==> src/rtl/xtb_pkg.sv <==
package xtb_pkg;
  localparam int NCH     = 8;
  localparam int SLOT_W  = $clog2(NCH);
  localparam int CTRL_W  = 10;
  localparam int SEL_W   = 3;
  localparam int NRATE   = 1 << SEL_W;
  localparam int EXT_SEL = 5;
  localparam int B_CLR   = 3;
  localparam int B_PER   = 6;
  localparam int B_OWN   = 7;
  localparam int B_FORCE = 8;
  localparam int B_SNAP  = 9;
  localparam int WIDE_LO = 4;

  typedef struct packed {
    logic [NCH-1:0]    ldCnt;
    logic [NCH-1:0]    ldMatch;
    logic [NCH-1:0]    ldCtrl;
    logic              ldEn;
    logic              clrSts;
    logic              snapReq;
    logic [SLOT_W-1:0] snapSrc;
  } strobe_t;

  function automatic logic [SLOT_W-1:0] groupOwner(input logic [SLOT_W-1:0] s);
    if (s < SLOT_W'(WIDE_LO)) return '0;
    return {s[SLOT_W-1:1], 1'b0};
  endfunction

  function automatic logic [CTRL_W-1:0] ctrlMask(input int s);
    return (s < WIDE_LO) ? CTRL_W'(8'hFF) : {CTRL_W{1'b1}};
  endfunction
endpackage

==> src/rtl/xtb_ctrl.sv <==
module xtb_ctrl
  import xtb_pkg::*;
#(
  parameter int CNT_W = 32
) (
  input  logic                          clk,
  input  logic                          rstN,
  input  logic                          wrEn,
  input  logic                          rdEn,
  input  logic [4:0]                    addr,
  input  logic [CNT_W-1:0]              wrData,
  input  logic [NCH-1:0][CNT_W-1:0]     cntQ,
  input  logic [NCH-1:0][CNT_W-1:0]     matchQ,
  input  logic [NCH-1:0]                stsQ,
  input  logic [CNT_W-1:0]              snapQ,
  output strobe_t                       stb,
  output logic [NCH-1:0][CTRL_W-1:0]    ctrlQ,
  output logic [NCH-1:0][SEL_W-1:0]     rateSel,
  output logic [NCH-1:0]                enQ,
  output logic [CNT_W-1:0]              rdData
);
  localparam logic [1:0] K_CNT = 2'd0, K_MATCH = 2'd1, K_CTRL = 2'd2, K_MISC = 2'd3;
  localparam logic [SLOT_W-1:0] M_SNAP = 0, M_EN = 1, M_STS = 2;

  logic [1:0]        kind;
  logic [SLOT_W-1:0] slot;
  assign kind = addr[4:3];
  assign slot = addr[SLOT_W-1:0];

  always_comb begin
    stb         = '0;
    stb.ldCnt   = (wrEn && kind == K_CNT)   ? (NCH'(1) << slot) : '0;
    stb.ldMatch = (wrEn && kind == K_MATCH) ? (NCH'(1) << slot) : '0;
    stb.ldCtrl  = (wrEn && kind == K_CTRL)  ? (NCH'(1) << slot) : '0;
    stb.ldEn    = wrEn && kind == K_MISC && slot == M_EN;
    stb.clrSts  = wrEn && kind == K_MISC && slot == M_STS;
    stb.snapReq = rdEn && kind == K_CNT && slot >= SLOT_W'(WIDE_LO) && slot[0]
                  && ctrlQ[slot][B_SNAP];
    stb.snapSrc = {slot[SLOT_W-1:1], 1'b0};
  end

  for (genvar s = 0; s < NCH; s++) begin : g_ch
    localparam logic [SLOT_W-1:0] SID = SLOT_W'(s);
    localparam bit OWNER = (groupOwner(SID) == SID);
    logic takeRate;
    assign takeRate = wrData[B_OWN] || OWNER;

    always_ff @(posedge clk) begin
      if (!rstN) begin
        ctrlQ[s]   <= '0;
        rateSel[s] <= '0;
      end else if (stb.ldCtrl[s]) begin
        ctrlQ[s] <= wrData[CTRL_W-1:0] & ctrlMask(s);
        if (takeRate)
          rateSel[s] <= (s >= WIDE_LO && wrData[B_FORCE]) ? '0 : wrData[SEL_W-1:0];
      end
    end

    p_rate_kept_r5: assert property (@(posedge clk) disable iff (!rstN)
      stb.ldCtrl[s] && !wrData[B_OWN] && !OWNER |=> $stable(rateSel[s]));
    if (s >= WIDE_LO) begin : g_wide
      p_force_zero_r7: assert property (@(posedge clk) disable iff (!rstN)
        stb.ldCtrl[s] && wrData[B_FORCE] && takeRate |=> rateSel[s] == '0);
    end else begin : g_narrow
      p_narrow_r6: assert property (@(posedge clk) disable iff (!rstN)
        stb.ldCtrl[s] |=> ctrlQ[s][CTRL_W-1:8] == '0);
    end
  end

  always_ff @(posedge clk) begin
    if (!rstN)        enQ <= '0;
    else if (stb.ldEn) enQ <= wrData[NCH-1:0];
  end

  always_comb begin
    rdData = '0;
    unique case (kind)
      K_CNT:   rdData = cntQ[slot];
      K_MATCH: rdData = matchQ[slot];
      K_CTRL:  rdData = CNT_W'(ctrlQ[slot]);
      default: begin
        if (slot == M_SNAP)     rdData = snapQ;
        else if (slot == M_EN)  rdData = CNT_W'(enQ);
        else if (slot == M_STS) rdData = CNT_W'(stsQ);
      end
    endcase
  end
endmodule

==> src/rtl/xtb_datapath.sv <==
module xtb_datapath
  import xtb_pkg::*;
#(
  parameter int CNT_W = 32
) (
  input  logic                          clk,
  input  logic                          rstN,
  input  strobe_t                       stb,
  input  logic [CNT_W-1:0]              wrData,
  input  logic [NCH-1:0][CTRL_W-1:0]    ctrlQ,
  input  logic [NCH-1:0][SEL_W-1:0]     rateSel,
  input  logic [NCH-1:0]                enQ,
  input  logic [NRATE-1:0]              rateTick,
  output logic [NCH-1:0][CNT_W-1:0]     cntQ,
  output logic [NCH-1:0][CNT_W-1:0]     matchQ,
  output logic [NCH-1:0]                stsQ,
  output logic [CNT_W-1:0]              snapQ,
  output logic                          irq
);
  logic [NCH-1:0]             tick, fire, clrHit, armed, anyLd;
  logic [NCH-1:0][SLOT_W-1:0] srcIdx;
  logic [NCH-1:0]             clrMask;

  always_comb begin
    for (int j = 0; j < NCH; j++) begin
      tick[j] = (rateSel[j] != '0) && (rateSel[j] != SEL_W'(EXT_SEL)) && rateTick[rateSel[j]];
      srcIdx[j] = ctrlQ[j][B_OWN] ? SLOT_W'(j) : groupOwner(SLOT_W'(j));
      anyLd[j]  = stb.ldCnt[j] | stb.ldMatch[j] | stb.ldCtrl[j];
    end
    clrHit = '0;
    for (int i = 0; i < NCH; i++) begin
      fire[i] = armed[i] && tick[srcIdx[i]] && !stb.ldCnt[srcIdx[i]]
                && ((cntQ[srcIdx[i]] + CNT_W'(1)) == matchQ[i]);
      if (fire[i] && ctrlQ[i][B_CLR]) clrHit[srcIdx[i]] = 1'b1;
    end
  end

  for (genvar j = 0; j < NCH; j++) begin : g_ch
    always_ff @(posedge clk) begin
      if (!rstN) begin
        cntQ[j]   <= '0;
        matchQ[j] <= '0;
        armed[j]  <= 1'b0;
      end else begin
        if (stb.ldCnt[j])     cntQ[j] <= wrData;
        else if (clrHit[j])   cntQ[j] <= '0;
        else if (tick[j])     cntQ[j] <= cntQ[j] + CNT_W'(1);
        if (stb.ldMatch[j])   matchQ[j] <= wrData;
        if (anyLd[j])         armed[j] <= 1'b1;
        else if (fire[j] && !ctrlQ[j][B_PER]) armed[j] <= 1'b0;
      end
    end

    p_stop_r2: assert property (@(posedge clk) disable iff (!rstN)
      (rateSel[j] == '0) && !stb.ldCnt[j] |=> $stable(cntQ[j]));
    p_load_r13: assert property (@(posedge clk) disable iff (!rstN)
      stb.ldCnt[j] |=> cntQ[j] == $past(wrData));
    p_oneshot_r9: assert property (@(posedge clk) disable iff (!rstN)
      fire[j] && !ctrlQ[j][B_PER] && !anyLd[j] |=> !armed[j]);
    p_clear_on_match_r8: assert property (@(posedge clk) disable iff (!rstN)
      fire[j] && ctrlQ[j][B_CLR] && !stb.ldCnt[srcIdx[j]] && !stb.ldCtrl[j]
      |=> cntQ[srcIdx[j]] == '0);
    p_enable_gate_r10: assert property (@(posedge clk) disable iff (!rstN)
      $rose(stsQ[j]) |-> $past(enQ[j]));
  end

  assign clrMask = stb.clrSts ? wrData[NCH-1:0] : '0;

  always_ff @(posedge clk) begin
    if (!rstN) begin
      stsQ  <= '0;
      snapQ <= '0;
    end else begin
      stsQ <= (stsQ & ~clrMask) | (fire & enQ);
      if (stb.snapReq) snapQ <= cntQ[stb.snapSrc];
    end
  end

  assign irq = |stsQ;

  p_full_clear_r11: assert property (@(posedge clk) disable iff (!rstN)
    stb.clrSts && ((stsQ & ~wrData[NCH-1:0]) == '0) && ((fire & enQ) == '0) |=> !irq);
  p_snapshot_r12: assert property (@(posedge clk) disable iff (!rstN)
    stb.snapReq |=> snapQ == $past(cntQ[stb.snapSrc]));
endmodule

==> src/rtl/xtimer_bank.sv <==
module xtimer_bank
  import xtb_pkg::*;
#(
  parameter int CNT_W = 32
) (
  input  logic                 clk,
  input  logic                 rstN,
  input  logic                 wrEn,
  input  logic                 rdEn,
  input  logic [4:0]           addr,
  input  logic [CNT_W-1:0]     wrData,
  input  logic [NRATE-1:0]     rateTick,
  output logic [CNT_W-1:0]     rdData,
  output logic                 irq
);
  strobe_t                     stb;
  logic [NCH-1:0][CTRL_W-1:0]  ctrlQ;
  logic [NCH-1:0][SEL_W-1:0]   rateSel;
  logic [NCH-1:0]              enQ, stsQ;
  logic [NCH-1:0][CNT_W-1:0]   cntQ, matchQ;
  logic [CNT_W-1:0]            snapQ;

  xtb_ctrl #(.CNT_W(CNT_W)) u_ctrl (
    .clk(clk), .rstN(rstN), .wrEn(wrEn), .rdEn(rdEn), .addr(addr), .wrData(wrData),
    .cntQ(cntQ), .matchQ(matchQ), .stsQ(stsQ), .snapQ(snapQ),
    .stb(stb), .ctrlQ(ctrlQ), .rateSel(rateSel), .enQ(enQ), .rdData(rdData));

  xtb_datapath #(.CNT_W(CNT_W)) u_dp (
    .clk(clk), .rstN(rstN), .stb(stb), .wrData(wrData), .ctrlQ(ctrlQ),
    .rateSel(rateSel), .enQ(enQ), .rateTick(rateTick),
    .cntQ(cntQ), .matchQ(matchQ), .stsQ(stsQ), .snapQ(snapQ), .irq(irq));
endmodule

==> config.mk <==
export PLATFORM = sky130hd
export DESIGN_NAME = xtimer_bank
export DESIGN_NICKNAME = d
export VERILOG_FILES = /design/src/rtl/xtb_pkg.sv /design/src/rtl/xtb_ctrl.sv /design/src/rtl/xtb_datapath.sv /design/src/rtl/xtimer_bank.sv
export SDC_FILE = /design/constraint.sdc
export NUM_CORES = 2
export LEC_CHECK = 0
export BUFFER_PORTS_ARGS = -buffer_cell sky130_fd_sc_hd__buf_2
export CAP_MARGIN = 20
export CORE_MARGIN = 1
export CORE_UTILIZATION = 50
export DETAILED_ROUTE_END_ITERATION = 12
export GPL_TIMING_DRIVEN = 0
export PLACE_DENSITY_LB_ADDON = 0.2
export SETUP_SLACK_MARGIN = 0.2
export SLEW_MARGIN = 10
export SYNTH_ARGS = -nofsm -noshare
export SYNTH_HDL_FRONTEND = slang
export SYNTH_HIERARCHICAL = 1
export SYNTH_SLANG_ARGS = --single-unit
==> constraint.sdc <==
create_clock -name clk -period 4.8 [get_ports clk]
set_clock_uncertainty 0.05 [all_clocks]
set_input_delay 0.72 -clock clk [delete_from_list [all_inputs] [get_ports clk]]
set_output_delay 0.72 -clock clk [all_outputs]
set_load 0.05 [all_outputs]
==> results of run 1 <==
==> routing by layer <==
layer,GRT usage [%],GRT overflow
met3,44.52,0
met2,86.01,2
met5,10.19,0
met1,71.21,0
met4,64.30,3
==> stage by stage <==
step	setup TNS [ps]	hold slack [ps]	area [um2]	cells	utilization (%)
floorplan	0	388.6	51400	6248	-
global placement	-702250	399.1	53450	7683	52.46
detailed placement	-559110	410.6	53780	7710	52.79
CTS	0	385.8	58640	7934	57.55
==> timing repair <==
action,in CTS
gates resized for setup,346
setup buffers,73
pin swaps,51
setup endpoints to repair,272
gates cloned,3
==> impl_results.md, run 1 <==
- TritonCTS buffer count: 80
- Die Width: 322.6 um
- Htree depth: 3
- Pre-CTS setup slack: -2817 ps
- Outcome: stopped before the end
- Clock net sink count: 661
- Cells after Synth: 6,248
- Pin count of the biggest net entering global routing: 20
- Worst setup endpoint GRT: u_dp/cntQ[247]$_SDFFE_PN0P_/D
- Exit stage: 5_1_grt
- Clock Path Buffers: 3
- Mapped Area: 51,400 um2
- Yosys warns: 6
- Overall Global Routing Usage: 66.97%
- Post-CTS Hold Fix Bufs: 0
- First Err: [ERROR GRT-0232] Routing congestion too high. Check the congestion heatmap in the GUI.
- Clock root cell: clkbuf_16
- Worst endpoint type: sequential cell input
- Mean post-synth cell area: 8.227 um2
- I/O Pins: 82
- Starting Density: 50.45%
- Standard-cell row count: 117
- Final HPWL DP: 255,200 um
- Gr ovfl total: 5
- GPL Wtd Cong: 1.234
- Die Ht: 322.6 um
- Port Buffers: 67
- Synthesized Nets: 6,310
==> run 2, diff against run 1 <==
Settings changed: CORE_UTILIZATION 50 to 35, PLACE_DENSITY_LB_ADDON 0.2 to 0.15, SETUP_SLACK_MARGIN 0.2 to not set.
Clock period 4.8 ns to 6.2 ns, I/O delays scaled along.
==> run 2 against run 1 <==
Net effect: synthesized cell count did not move; the flow now finishes, with violations (setup timing); area after synthesis did not move.
==> impl_results.md, run 2 <==
- Setup TNS: -1988 ps
- Finished Layout Cells: 8,471
- Final hold violation count: 0
- HP Start: u_ctrl/ctrlQ[51]
- Area Growth Syn to Fin: 12.90%
- Fill count: 15,210
- Via Count: 58,160
- Routed wire per std cell: 43.51 um
- Met2 wire length: 153,800 um
- Clock latency on the worst-skew pair: 740 ps
- Cells after Synth: 6,248
- Clock Path Buffers: 3
- R2r startpoint: u_dp/cntQ[3]
- Pwr dens: 225.0 nW/um2
- Worst Setup Start Kind: primary input
- TritonCTS buffer count: 87
- Post-Route WL: 368,500 um
- CTS tree: yes
- Final setup viols: 33
- 1st-pass router iterations: 9
- Metal-1 WL: 133,600 um
- Die Width: 385.2 um
- Net Sw Power: 4.708 mW
- Setup ws final: -244.6 ps
- Htree depth: 3
- Final HPWL DP: 302,800 um
- Critical path startpoint: addr[2]
- Max Fanout on Critical Path: 10
- Most frequent cells in the layout: dfxtp_1 (660), mux2i_1 (568), nor2_1 (548), nand2_1 (541), clkbuf_1 (414)
- First-pass GRT wire length: 481,800 um
- Starting Density: 35.27%
- Clock-pin slew on the worst setup and hold paths: 60 ps
- I/O Pins: 82
- Fmax: 0.1552 GHz
- Final-stage net count: 6,523
- Failing checks: setup timing
- Overall Global Routing Usage: 48.21%
- # DRC: 0
- Share of cells above drive strength 1: 11.88%
- Die Ht: 385.2 um
- Post-CTS Hold Fix Bufs: 0
- Hold WS: 420.7 ps
- RSZ-0062 raised after global routing: no
- Worst IR drop on VDD: 0.1984 mV
- Switching Share: 36.06%
- Core footprint: 145,700 um2
- Synthesized Nets: 6,310
- Mean post-synth cell area: 8.227 um2
- Worst-Margin Slew: 1359 ps
- Max-cap violations: 0
- Dpl cells: 8,271
- Clk network pwr share: 42.0%
- Standard-cell row count: 140
- FF/Latch Area: 13,230 um2
- Int Power: 8.348 mW
- Port Buffers: 67
- Combinational share of power: 22.9%
- Leakage: 18.67 nW
- Pin count of the biggest net entering global routing: 29
- Critical path endpoint category: register
- Starting DRT DRC Count: 8,820
- Initial antenna violation count: 34
- Gr ovfl total: 0
- Met3 Wirelength: 40,560 um
- Type of the worst setup path: in -> reg
- Outcome: complete, but fails checks
- WP data arrival: 6900 ps
- Drt via density: 6.866
- DRT antenna net count: 0
- Biggest registers after layout: u_dp/cntQ (256), u_dp/matchQ (256), u_ctrl/ctrlQ (70)
- GPL Wtd Cong: 1.062
- Share of power burned in registers: 35.1%
- Mapped Area: 51,400 um2
- Clock net sink count: 661
- Hold/Removal Path Class: reg -> reg
- Commonest non-fill, non-tap cell in the layout: dfxtp_1
- DR top layer: met5
- Area of the die: 148,400 um2
- Final critical-path required period: 6445 ps
- Period utilization: 103.9%
- Vias in the first global route: 53,510
- Crit path required time: 6650 ps
- Yosys warns: 6
- Max-slew violation count: 0
- Clock root cell: clkbuf_16
- Slew margin rel.: 8.994%
- Multi-input gate area: 35,390 um2
==> run 2: power by group through the flow <==
stage / clock, mW / sequential [mW] / combinational, mW
detailed placement: 0 / 4.65 / 2.78
CTS: 5.49 / 4.56 / 2.81
floorplan: 0 / 4.53 / 1.56
finish: 5.49 / 4.58 / 2.99
global placement: 0 / 4.65 / 2.75
global route: 5.64 / 4.58 / 2.99
==> run 2: metal layers <==
metal | GRT usage [%] | vias up
met5 | 0 | -
met4 | 43.61 | 10
met3 | 13.22 | 1214
met2 | 71.52 | 4329
met1 | 56.59 | 28990
li1 | - | 23610
==> run 2: layout make-up <==
cell class,instances,area share (%)
antenna,22,0.09486
buffer,597,4.551
clock buffer,117,4.221
clock inverter,43,0.9314
inverter,95,0.6145
multi-input combinational,4886,60.98
sequential,661,22.80
tap,1917,4.133
timing repair buffer,133,1.667
==> run 2: final timing paths <==
path                      end  slack, ps  cells past startpoint
max            u_dp/cntQ[157]       -240                     16
min          u_ctrl/ctrlQ[51]        420                      2
min reg2reg  u_ctrl/ctrlQ[51]        420                      2
max reg2reg     u_dp/cntQ[17]        -80                     14
==> run 2: metrics by stage <==
| stage | area (um2) | power (mW) | worst slack [ps] | util (%) |
|---|---|---|---|---|
| 2_1_floorplan | 51400 | 6.084 | 1613 | - |
| 3_3_place_gp | 54140 | 7.402 | -3552 | 37.15 |
| 3_5_place_dp | 54610 | 7.431 | -2218 | 37.47 |
| 4_1_cts | 57880 | 12.86 | 0.07239 | 39.72 |
| 5_1_grt | 57990 | 13.21 | 7.023 | 39.79 |
| 6_report | 58030 | 13.06 | -244.6 | 39.82 |
==> run 2: timing repair <==
item                                    in CTS  in global routing
endpoints found under the setup margin     264                 98
resized for setup                           39                 13
buffers inserted                            19                  1
pin swaps                                   10                  2
==> run 2: worst max-delay path: stages <==
cell and delay [ps]:
buf_2 190, inv_1 90, buf_2 430, buf_2 460, nor3_1 110, clkbuf_1 340
inv_1 410, o211ai_1 560, a211o_1 450, or4_1 590, nor4_2 490, buf_4 280
and4_1 470, a211o_1 330, clkbuf_2 450, o311ai_0 270
Power figures use the tool's default switching activity.
